File: src/rtl/hm_pkg.sv
package hm_pkg;
    localparam int NMON = 3;

    typedef struct packed {
        logic wd;
        logic wt;
        logic bus;
    } hm_err_t;

    typedef enum logic [1:0] {
        WD_CLEAN   = 2'd0,
        WD_SUSPECT = 2'd1,
        WD_FAULT   = 2'd2
    } wd_state_e;

    typedef enum logic {
        VOTE_PER_SIGNAL  = 1'b0,
        VOTE_PER_MONITOR = 1'b1
    } vote_mode_e;
endpackage

File: src/rtl/hm_voter.sv
module hm_voter #(
    parameter int W = 3
) (
    input  logic [W-1:0] a_i,
    input  logic [W-1:0] b_i,
    input  logic [W-1:0] c_i,
    output logic [W-1:0] maj_o,
    output logic         split_o
);
    always_comb begin
        maj_o   = (a_i & b_i) | (b_i & c_i) | (a_i & c_i);
        split_o = |((a_i ^ b_i) | (b_i ^ c_i));
    end
endmodule

File: src/rtl/hm_checker.sv
module hm_checker
    import hm_pkg::*;
#(
    parameter int PERSIST = 4
) (
    input  logic    clk,
    input  logic    rst_n,
    input  logic    chip_i,
    input  logic    core_i,
    input  logic    sys_i,
    input  logic    tmr_i,
    input  logic    wthru_i,
    input  logic    bus_i,
    output hm_err_t err_o
);
    localparam int CW = (PERSIST < 2) ? 1 : $clog2(PERSIST + 1);
    localparam logic [CW-1:0] LIMIT = CW'(PERSIST);

    logic chip_q, core_q, sys_q, tmr_q, wthru_q, bus_q;
    logic mismatch;
    wd_state_e state_q, state_d;
    logic [CW-1:0] cnt_q, cnt_d;

    // Input capture stage
    always_ff @(posedge clk) begin
        if (!rst_n) begin
            chip_q  <= 1'b0;
            core_q  <= 1'b0;
            sys_q   <= 1'b0;
            tmr_q   <= 1'b0;
            wthru_q <= 1'b1;
            bus_q   <= 1'b0;
        end else begin
            chip_q  <= chip_i;
            core_q  <= core_i;
            sys_q   <= sys_i;
            tmr_q   <= tmr_i;
            wthru_q <= wthru_i;
            bus_q   <= bus_i;
        end
    end

    assign mismatch = tmr_q != (chip_q | core_q | sys_q);

    // State register
    always_ff @(posedge clk) begin
        if (!rst_n) begin
            state_q <= WD_CLEAN;
            cnt_q   <= '0;
        end else begin
            state_q <= state_d;
            cnt_q   <= cnt_d;
        end
    end

    // Next-state logic
    always_comb begin
        state_d = state_q;
        cnt_d   = cnt_q;
        unique case (state_q)
            WD_CLEAN: begin
                if (mismatch) begin
                    cnt_d   = CW'(1);
                    state_d = (PERSIST <= 1) ? WD_FAULT : WD_SUSPECT;
                end
            end
            WD_SUSPECT: begin
                if (!mismatch) begin
                    state_d = WD_CLEAN;
                    cnt_d   = '0;
                end else if (cnt_q + CW'(1) >= LIMIT) begin
                    state_d = WD_FAULT;
                end else begin
                    cnt_d = cnt_q + CW'(1);
                end
            end
            WD_FAULT: begin
                if (!mismatch) begin
                    state_d = WD_CLEAN;
                    cnt_d   = '0;
                end
            end
            default: begin
                state_d = WD_CLEAN;
                cnt_d   = '0;
            end
        endcase
    end

    // Output logic
    always_comb begin
        err_o.wd  = (state_q == WD_FAULT);
        err_o.wt  = !wthru_q;
        err_o.bus = bus_q;
    end
endmodule

File: src/rtl/hm_tmr_monitor.sv
module hm_tmr_monitor
    import hm_pkg::*;
#(
    parameter int         PERSIST = 4,
    parameter vote_mode_e MODE    = VOTE_PER_SIGNAL
) (
    input  logic       clk,
    input  logic       rst_n,
    input  logic       clr_i,
    input  logic [2:0] chip_rst_req_i,
    input  logic [2:0] core_rst_req_i,
    input  logic [2:0] sys_rst_req_i,
    input  logic [2:0] tmr_rst_req_i,
    input  logic [2:0] wr_thru_i,
    input  logic [2:0] bus_err_i,
    output logic       wd_err_o,
    output logic       wt_err_o,
    output logic       bus_err_o,
    output logic       any_err_o,
    output logic       disagree_o
);
    hm_err_t raw [NMON];
    hm_err_t sig_vote;
    hm_err_t flags_q;
    logic    sig_split;
    logic    comb_split;
    logic    dis_q;

    for (genvar g = 0; g < NMON; g++) begin : g_mon
        hm_checker #(.PERSIST(PERSIST)) u_mon (
            .clk     (clk),
            .rst_n   (rst_n),
            .chip_i  (chip_rst_req_i[g]),
            .core_i  (core_rst_req_i[g]),
            .sys_i   (sys_rst_req_i[g]),
            .tmr_i   (tmr_rst_req_i[g]),
            .wthru_i (wr_thru_i[g]),
            .bus_i   (bus_err_i[g]),
            .err_o   (raw[g])
        );
    end

    hm_voter #(.W(3)) u_sig_vote (
        .a_i     (raw[0]),
        .b_i     (raw[1]),
        .c_i     (raw[2]),
        .maj_o   (sig_vote),
        .split_o (sig_split)
    );

    always_ff @(posedge clk) begin
        if (!rst_n || clr_i) begin
            flags_q <= '0;
        end else begin
            flags_q <= flags_q | sig_vote;
        end
    end

    if (MODE == VOTE_PER_MONITOR) begin : g_per_mon
        logic comb_vote;
        logic comb_q;
        hm_voter #(.W(1)) u_comb_vote (
            .a_i     (|raw[0]),
            .b_i     (|raw[1]),
            .c_i     (|raw[2]),
            .maj_o   (comb_vote),
            .split_o (comb_split)
        );
        always_ff @(posedge clk) begin
            if (!rst_n || clr_i) begin
                comb_q <= 1'b0;
            end else begin
                comb_q <= comb_q | comb_vote;
            end
        end
        assign any_err_o = comb_q;
    end else begin : g_per_sig
        assign comb_split = 1'b0;
        assign any_err_o  = |flags_q;
    end

    always_ff @(posedge clk) begin
        if (!rst_n) begin
            dis_q <= 1'b0;
        end else begin
            dis_q <= sig_split | comb_split;
        end
    end

    assign wd_err_o   = flags_q.wd;
    assign wt_err_o   = flags_q.wt;
    assign bus_err_o  = flags_q.bus;
    assign disagree_o = dis_q;
endmodule


File: config.mk
export PLATFORM = sky130hd
export DESIGN_NAME = hm_tmr_monitor
export DESIGN_NICKNAME = d
export VERILOG_FILES = /design/src/rtl/hm_pkg.sv /design/src/rtl/hm_voter.sv /design/src/rtl/hm_checker.sv /design/src/rtl/hm_tmr_monitor.sv
export SDC_FILE = /design/constraint.sdc
export NUM_CORES = 1
export LEC_CHECK = 0
export ABC_AREA = 1
export BUFFER_PORTS_ARGS = -buffer_cell sky130_fd_sc_hd__buf_2
export CAP_MARGIN = 20
export CORE_UTILIZATION = 40
export DETAILED_ROUTE_END_ITERATION = 16
export SLEW_MARGIN = 10
export SYNTH_ARGS = -nofsm -noshare
export SYNTH_HDL_FRONTEND = slang
export SYNTH_SLANG_ARGS = --single-unit
File: constraint.sdc
create_clock -name clk -period 3.8 [get_ports clk]
set_clock_uncertainty 0.1 [all_clocks]
set_input_delay 0.38 -clock clk [delete_from_list [all_inputs] [get_ports clk]]
set_output_delay 0.38 -clock clk [all_outputs]
set_load 0.005 [all_outputs]
* Word-level counts from Yosys, hierarchy flattened
Index checks and enable logic that the tools add are counted.
** Word-level totals
- Output and inout bits :: 5
- Input bits :: 21
- Logic and storage cells :: 116
- Flip-flop bits (word level) :: 37
** Operators by class
- Reduce and logical (&&, ||, !) cells :: 16
- Equality and inequality tests :: 21
- Add/sub/neg operators :: 3
- Order comparisons :: 3
- Bitwise gates (word level) :: 15
- Multiplexer cells :: 30
** Operator list (number)
- $mux 3 :: 12
- $pmux 3 s3 :: 3
- $mux 2 :: 12
- $ne 3x3->1 const B :: 6
- $pmux 2 s3 :: 3
- $reduce_and 3->1 :: 6
- $or 3x3->3 :: 4
- $add 3x1->3 const B :: 3
- $and 3x3->3 :: 3
- $ge 3x3->1 const B :: 3
- $eq 2x1->1 const B :: 3
- $eq 2x2->1 const B :: 3
- $logic_not 2->1 :: 3
- $ne 2x1->1 const B :: 3
- $ne 2x2->1 const B :: 3
- $or 1x1->1 :: 6
- $reduce_or 3->1 :: 2
- $xor 3x3->3 :: 2
- $logic_not 1->1 :: 4
- $ne 1x1->1 :: 3
- $logic_or 1x1->1 :: 1

* Logic depth before layout (Yosys ltp)
Gate-level depths: netlist of the first run.
- Word-level depth :: 5
- Depth in mapped cells :: 10

* Modules after synthesis
From an unflattened synthesis of the first run, not the netlist that was laid out.
** Second synthesis, totals
- Cells, all modules :: 234
- Area total of the unflattened synthesis :: 1699.1 µm²
** By module, submodules not included
- hm_checker :: instances 3, cells each 66, area each 481.7 µm²
- hm_tmr_monitor :: instances 1, cells each 17, area each 128.9 µm²
- hm_voter :: instances 1, cells each 19, area each 125.1 µm²

* Worst setup path after synthesis of the first run
OpenSTA, ideal clock, no wires.
- Kind :: reg-to-reg
- From :: register g_mon[2].u_mon.state_q[1]
- To :: register dis_q (netlist: disagree_o)
- Path slack :: 2.472 ns
- Cell stages (with the launch flop) :: 8
- Path buffers :: 0
- Arrival :: 1.119 ns
- Path through :: dfxtp_1 -> inv_2 -> nor2_2 -> ha_1 -> nor4_1 -> nand2_1 -> nand2_1 -> inv_1
** Between the ends
- Longest elaborated chain between the ends :: 4
** RTL lines
- from (decl) :: RTL line hm_checker.sv:21 : wd_state_e state_q, state_d;
- from (signal assigned) :: RTL line hm_checker.sv:51 : state_q <= state_d;
- $eq 2x2->1 :: RTL line hm_checker.sv:92 : err_o.wd = (state_q == WD_FAULT);
- $xor 3x3->3 :: RTL line hm_voter.sv:12 : split_o = |((a_i ^ b_i) | (b_i ^ c_i));
- $or 3x3->3 :: RTL line hm_voter.sv:12
- $reduce_or 3->1 :: RTL line hm_voter.sv:12
- to (signal assigned) :: RTL line hm_tmr_monitor.sv:86 : dis_q <= sig_split | comb_split;
- to (decl) :: RTL line hm_tmr_monitor.sv:27 : logic dis_q;
Every way passes these cells.
A chain may end at the register's enable or synchronous reset.

* Final worst setup path of the first run
- From :: register flags_q (netlist bit wt_err_o)
- To :: output port any_err_o
** Between the ends
- Longest elaborated chain between the ends :: 1
** RTL lines
- from (decl) :: RTL line hm_tmr_monitor.sv:24 : hm_err_t flags_q;
- from (signal assigned) :: RTL line hm_tmr_monitor.sv:55 : flags_q <= flags_q | sig_vote;
- $reduce_or 3->1 :: RTL line hm_tmr_monitor.sv:79 : assign any_err_o = |flags_q;
- to (decl) :: RTL line hm_tmr_monitor.sv:19 : output logic any_err_o,
Every way passes these cells.

==> qor.csv, run 1 <==
stage;metric;value;unit
run_status;status;finished clean;
worst_setup_path;Critical-path top delay cell;or3_1;
worst_setup_path;Worst Setup End Kind;output pin;
power_and_ir_drop;combinational power share;13.0;%
sta;RSZ-0062 raised after global routing;no;
cts;Post-CTS Resized;0;
cells_and_area;FF+latch area;741;um2
cts;clock root cell;clkbuf_8;
synthesis;Post-Syn Instances;234;
die;Die Ht;66.1;um
sta;Min Hold Slack;0.173;ns
synthesis;Synth area leader;dfxtp_1;
sta;setup TNS;0;ns
cells_and_area;area of the multi-input gates;689;um2
worst_setup_path;CP max FO;3;
power_and_ir_drop;Power per Cell Area;411;nW/um2
power_and_ir_drop;switching share of power;25.1;%
sta;Slew Limit Headroom;73.0;%
routing;detail-routed net length per standard cell;8.38;um
power_and_ir_drop;P_int;0.000583;W
worst_hold_path;min-delay worst type;in -> reg;
synthesis;Synth Cell Area;1640;um2
worst_setup_path;buffer and inverter count on the worst path;1;
cts;CTS Sinks;37;
power_and_ir_drop;LEAKAGE;1.12;nW
die;die width;66.1;um
worst_setup_path;Crit Path Class;reg -> out;
synthesis;Yosys cell types;21;
synthesis;Synth top area share;45.1;%
synthesis;flops & latches, synth;37;
cts;Inserted Clock Buffers;5;
cts;Post-CTS Setup Bufs;0;
sta;Worst Max-Slew Pin Slew;0.404;ns
cells_and_area;nets@finish;293;
routing;Vias/cell;4.19;
synthesis;share of the yosys chip area belonging to registers;45.1;%
cts;Reg clk slew, reported paths;0.07;ns
power_and_ir_drop;Peak VDD IR;0.179;mV
power_and_ir_drop;share of total power in the clock network;32.7;%
power_and_ir_drop;total chip power;0.000779;W
worst_setup_path;crit start category;register;
worst_setup_path;Critical Path AT;1.08;ns
worst_setup_path;delay-heaviest family, CP;simple AND/OR/NAND/NOR gates;
run;Max Cap Violations;0;
die;Initial Util;43.2;%
global_route;largest net degree at the start of global routing;25;
global_route;gr ovfl total;0;
placement;I/O Buffers;25;
routing;post-route antenna net violation count;0;
power_and_ir_drop;NetSw;0.000195;W
die;row cnt;22;
worst_setup_path;CP Cell Sequence;or3_1 -> buf_2;
worst_setup_path;WP data required;3.32;ns
die;core area;3800;um2
global_route;Tot GR Track Use;14.5;%
routing;1st-iter DRT viols;36;
routing;DRC;0;
synthesis;Mapped Nets;264;
die;Die ar.;4370;um2
placement;dpl ws;2.13;ns
routing;via count;1308;
cts;Hold-fix buffers, CTS;0;
routing;Routed Wire Length;2620;um
placement;DP Wirelength;1980;um
cells_and_area;Ant. Diodes;0;
sta;Final Max Slew Viols;0;
sta;period utilization;40.9;%
global_route;vias in the first global route;1162;
cts;H-tree Lvls;2;
sta;Fmax;643;MHz
cts;clk_lat worst skew;0.28;ns
synthesis;synth warn;0;
synthesis;synth top area cells;dfxtp_1 45%, nand2_1 14%, inv_1 12%;
sta;Final Hold Fails;0;
cells_and_area;fraction of layout cells with a size suffix above 1;17.4;%
worst_setup_path;max incr delay on CP;0.35;ns
global_route;first-pass GRT wire length;4600;um
die;io pins;26;
synthesis;Avg Cell Area, Syn;7.02;um2
sta;Final Setup Violations;0;
cts;Clock Path Buffers;2;
cells_and_area;area growth from synthesis to layout;15.3;%
cts;CTS tree;done;
placement;Final GP Congestion;0.817;
global_route;initial antenna violation count;0;
sta;final worst slack;2.24;ns
sta;min Tclk post-route;1.56;ns
cells_and_area;# fillers;400;
routing;DR pass1 iterations;4;
power_and_ir_drop;Reg power frac;54.3;%
-- path summary, 6_finish.rpt --
| path | slack, ns | startpoint | cells past startpoint | end |
|---|---|---|---|---|
| worst max-delay path | 2.24 | wt_err_o | 2 | any_err_o |
| worst min-delay path | 0.17 | core_rst_req_i[0] | 3 | g_mon[0].u_mon.core_q |
| worst max register to register | 2.35 | g_mon[2].u_mon.state_q[1] | 7 | disagree_o |
| worst min register to register | 0.36 | g_mon[2].u_mon.cnt_q[2] | 2 | g_mon[2].u_mon.cnt_q[2] |
-- worst reg2reg max path, delay by kind of cell (launching register included) --
family / cells / cell delay [ns]
AND/OR/NAND/NOR: 4 / 0.50
flip-flops: 1 / 0.40
adder cells (fa/ha/maj): 1 / 0.25
buffers and inverters: 2 / 0.10
-- routing by layer --
metal	part of all wire, %	routed length (um)	track usage, %
met4	1.7	45	7.18
met1	50	1320	15.9
met5	0	0	0
met3	4.8	126	6.21
met2	43	1130	24.0
-- cell usage after synthesis --
| library cell | instances |
|---|---|
| o41ai_1 | 1 |
| ha_1 | 9 |
| buf_2 | 2 |
| nor2_1 | 34 |
| nand2_4 | 1 |
| nand2_2 | 6 |
| nor2_2 | 4 |
| o21ai_0 | 3 |
| nand2_1 | 61 |
| or3_1 | 1 |
| a21oi_1 | 1 |
| or2_2 | 3 |
| inv_2 | 2 |
| nor4_1 | 1 |
| nand3_1 | 10 |
| a211o_1 | 1 |
| nor3_1 | 4 |
| clkbuf_1 | 1 |
| inv_1 | 51 |
| a21boi_0 | 1 |
| dfxtp_1 | 37 |
-- flip-flops by register name, indices dropped and copies added (netlist names) --
name / count
g_mon.u_mon.cnt_q: 9
g_mon.u_mon.state_q: 6
g_mon.u_mon.bus_q: 3
g_mon.u_mon.chip_q: 3
g_mon.u_mon.core_q: 3
g_mon.u_mon.sys_q: 3
g_mon.u_mon.tmr_q: 3
g_mon.u_mon.wthru_q: 3
bus_err_o: 1
disagree_o: 1
wd_err_o: 1
wt_err_o: 1
-- cell families after synthesis --
| family | after synthesis | share of synthesized area [%] |
|---|---|---|
| simple gates | 125 | 32.4 |
| buf+inv | 56 | 12.9 |
| flops | 37 | 45.1 |
| fa+ha+maj | 9 | 6.85 |
| compound gates | 7 | 2.74 |
-- cell usage in the layout, fill, tap and decap left out --
cell and count:
nor3_1 4, nand3_1 10, clkbuf_1 3, ha_1 9, nor2_2 4, nor4_1 1
inv_1 51, o21ai_0 3, buf_2 25, a21oi_1 1, clkbuf_8 5, dfxtp_1 37
nor2_1 34, nand2_4 1, a211o_1 1, inv_2 2, o41ai_1 1, nand2_2 6
or3_1 1, nand2_1 61, a21boi_0 1, or2_2 3
-- layout make-up --
cell class | instances | area share [%]
flip-flops and latches | 37 | 39.1
inverters | 53 | 10.5
multi-input cells | 141 | 36.4
repair buffers | 25 | 6.61
clock buffers | 8 | 4.23
well taps | 48 | 3.17
-- power by group through the flow --
stage | sequential (W) | combinational, W | clock [W]
finish | 0.000423 | 0.000101 | 0.000255
global route | 0.000425 | 0.000123 | 0.000284
CTS | 0.000423 | 0.000104 | 0.000266
detailed placement | 0.000432 | 0.000103 | 0
global placement | 0.000431 | 0.000102 | 0
floorplan | 0.000429 | 0.0000767 | 0
-- per-stage QoR --
| stage | cells | cell area [um2] | utilization (%) |
|---|---|---|---|
| after global routing | 312 | 1890 | 49.9 |
| final | 312 | 1890 | 49.9 |
| after floorplan | 234 | 1640 | - |
| after detailed placement | 304 | 1810 | 47.8 |
| after global placement | 304 | 1810 | 47.8 |
| after CTS | 312 | 1890 | 49.9 |
Power figures use the tool's default switching activity.
==> run 2: changes to the inputs <==
==> constraint.sdc (replaced) <==
create_clock -name clk -period 1.6 [get_ports clk]
set_clock_uncertainty 0.1 [all_clocks]
set_input_delay 0.16 -clock clk [delete_from_list [all_inputs] [get_ports clk]]
set_output_delay 0.16 -clock clk [all_outputs]
set_load 0.005 [all_outputs]
==> run 2 against run 1 <==
Effect of this change: setup slack lost 2.1 ns; first-iteration DRC count up 2.8%; non-clock buffer count increased by 19; total power grew to 2.5 times the previous value; clock power grew to 2.7 times the previous value; register-to-register slack worse by 2.2 ns; clock-buffer cell count down 1; global-route usage grew 0.56 points; core utilization rose by 5.5 points; largest cell class unchanged; highest routed layer unchanged.
==> qor.csv, run 2 (synthesis gave the netlist of run 1 again) <==
stage;metric;value;unit;change
run_status;status;finished clean;;
routing;Vias/cell;4.13;;-1.6%
cells_and_area;Ant. Diodes;0;;unchanged
global_route;Tot GR Track Use;15.1;%;+0.56 points
worst_setup_path;worst reg2reg path depth;7;;unchanged
routing;DRC;0;;unchanged
cts;clk_lat worst skew;0.28;ns;about the same
global_route;vias in the first global route;1180;;+1.5%
cells_and_area;final non-filler cell total;331;;+6.1%
routing;Routed Wire Length;2770;um;+6.0%
global_route;routing usage on met1;17.3;%;+1.4 points
global_route;largest net degree at the start of global routing;24;;-4.0%
cts;Inserted Clock Buffers;5;;unchanged
placement;DP Wirelength;1940;um;-2.0%
die;core area;3800;um2;unchanged
sta;setup TNS;0;ns;unchanged
sta;period utilization;90.0;%;
worst_setup_path;critical path depth in cells;7;;+5
global_route;gr ovfl total;0;;unchanged
routing;DR pass1 iterations;4;;unchanged
cells_and_area;area growth from synthesis to layout;28.0;%;
worst_setup_path;crit start category;register;;
power_and_ir_drop;Peak VDD IR;0.476;mV;+170%
cts;CTS tree;done;;
power_and_ir_drop;NetSw;0.000486;W;+150%
worst_setup_path;Worst Setup End Kind;register;;
power_and_ir_drop;combinational power share;14.0;%;+1.0 points
cts;Clock Path Buffers;2;;unchanged
global_route;GRT met2 Usage;24.6;%;+0.64 points
worst_setup_path;Crit Path Class;reg -> reg;;
die;io pins;26;;unchanged
die;row cnt;22;;unchanged
cts;Post-CTS Setup Bufs;0;;unchanged
worst_setup_path;Critical Path AT;1.53;ns;+0.45 ns
sta;Min Hold Slack;0.0489;ns;-0.124 ns
die;Die ar.;4370;um2;unchanged
worst_hold_path;min-delay worst type;in -> reg;;
power_and_ir_drop;Reg power frac;50.7;%;-3.6 points
routing;post-route antenna net violation count;0;;unchanged
sta;Final Max Slew Viols;0;;unchanged
power_and_ir_drop;total chip power;0.00198;W;+150%
cells_and_area;nets@finish;312;;+6.5%
sta;Slew Limit Headroom;74.1;%;+1.1 points
global_route;met3 Use GR;6.21;%;unchanged
sta;min Tclk post-route;1.44;ns;
sta;Worst Max-Slew Pin Slew;0.388;ns;-0.0164 ns
run;Max Cap Violations;0;;unchanged
routing;1st-iter DRT viols;37;;+2.8%
worst_setup_path;WP data required;1.68;ns;-1.64 ns
sta;RSZ-0062 raised after global routing;no;;
worst_setup_path;Critical-path top delay cell;dfxtp_1;;
global_route;initial antenna violation count;0;;unchanged
worst_setup_path;max incr delay on CP;0.38;ns;+0.03 ns
die;die width;66.1;um;unchanged
cts;CTS Sinks;37;;unchanged
power_and_ir_drop;LEAKAGE;1.21;nW;+8.5%
power_and_ir_drop;Power per Cell Area;942;nW/um2;+130%
worst_setup_path;CP most frequent cell;nand2_1;;
sta;Final Hold Fails;0;;unchanged
cts;Reg clk slew, reported paths;0.07;ns;about the same
placement;Final GP Congestion;0.821;;+0.39%
cts;H-tree Lvls;2;;unchanged
worst_setup_path;CP Cell Sequence;inv_2 -> nor2_2 -> ha_1 -> nor4_1 -> nand2_1 -> nand2_1 -> inv_1;;
sta;Fmax;694;MHz;
global_route;first-pass GRT wire length;4850;um;+5.4%
routing;detail-routed net length per standard cell;8.37;um;about the same
global_route;gr busiest metal;met2;;
worst_setup_path;delay-heaviest family, CP;simple AND/OR/NAND/NOR gates;;
sta;final worst slack;0.159;ns;-2.09 ns
worst_setup_path;CP max FO;4;;+1
cells_and_area;Largest Register;g_mon.u_mon.cnt_q;;
cells_and_area;max reg flops;9;;unchanged
power_and_ir_drop;switching share of power;24.5;%;-0.54 points
worst_hold_path;Hold Path Cell Cnt;4;;+1
cells_and_area;most frequent cells in the layout;61 x nand2_1, 51 x inv_1, 37 x dfxtp_1;;
cells_and_area;commonest non-fill, non-tap cell in the layout;nand2_1;;
worst_setup_path;buffer and inverter count on the worst path;2;;+1
sta;Final Setup Violations;0;;unchanged
power_and_ir_drop;share of total power in the clock network;35.4;%;+2.7 points
cts;clock root cell;clkbuf_8;;
placement;I/O Buffers;25;;unchanged
cells_and_area;biggest regs;g_mon.u_mon.cnt_q x9, g_mon.u_mon.state_q x6;;
die;Initial Util;43.2;%;unchanged
cells_and_area;fraction of layout cells with a size suffix above 1;17.7;%;+0.24 points
placement;placed cells;305;;+0.33%
die;Die Ht;66.1;um;unchanged
power_and_ir_drop;P_int;0.00150;W;+160%
placement;dpl ws;0.186;ns;-1.94 ns
routing;via count;1366;;+4.4%
run 2: changes by cell type in the layout (fill, tap and decap cells not counted), sizes merged:
cell / previous run / this run
clkbuf: 8 / 7
buf: 25 / 26
dlygate4sd3: 0 / 18
clkinv: 0 / 1
run 2: final timing paths:
| check | startpoint | endpoint | slack [ns] |
|---|---|---|---|
| hold / removal | clr_i | wt_err_o | 0.05 |
| setup reg to reg | g_mon[2].u_mon.state_q[1] | disagree_o | 0.16 |
| setup / recovery | g_mon[2].u_mon.state_q[1] | disagree_o | 0.16 |
| hold reg to reg | g_mon[2].u_mon.cnt_q[2] | g_mon[2].u_mon.cnt_q[2] | 0.35 |
run 2: cell type report:
cell class | count | area (um2)
Inverter | 53 | 199
Timing Repair Buffer | 44 | 313
Sequential cell | 37 | 741
Tap cell | 48 | 60.1
Fill cell | 360 | 1700
Multi-Input combinational cell | 141 | 689
Clock buffer | 7 | 96.3
Clock inverter | 1 | 5.00
run 2: through the flow:
step	instance area, um2	utilization (%)
final	2100	55.4
after global placement	1820	48.0
after global routing	2100	55.4
after detailed placement	1820	48.0
after floorplan	1640	-
after CTS	2100	55.4
run 2: layer usage:
layer | share of wire, % | up-vias | wire, um
li1 | - | 782 | -
met4 | 2.0 | 0 | 55
met1 | 50 | 552 | 1370
met3 | 4.7 | 5 | 130
met5 | 0 | - | 0
met2 | 44 | 27 | 1210
run 2: what timing repair did:
item / CTS / global route
hold endpoints to repair: 18 / 0
resized for setup: 0 / 0
hold buffers: 18 / 0
run 2: tightest hold or removal path, stage by stage:
cell and delay, ns:
buf_2 0.07, nor2_1 0.05, o41ai_1 0.06, inv_1 0.04
run 2: power groups by stage:
stage,registers [W],clock network [W],logic [W]
floorplan,0.00102,0,0.000182
global placement,0.00102,0,0.000246
detailed placement,0.00103,0,0.000247
CTS,0.00100,0.000726,0.000282
global route,0.00101,0.000782,0.000326
finish,0.00100,0.000701,0.000277
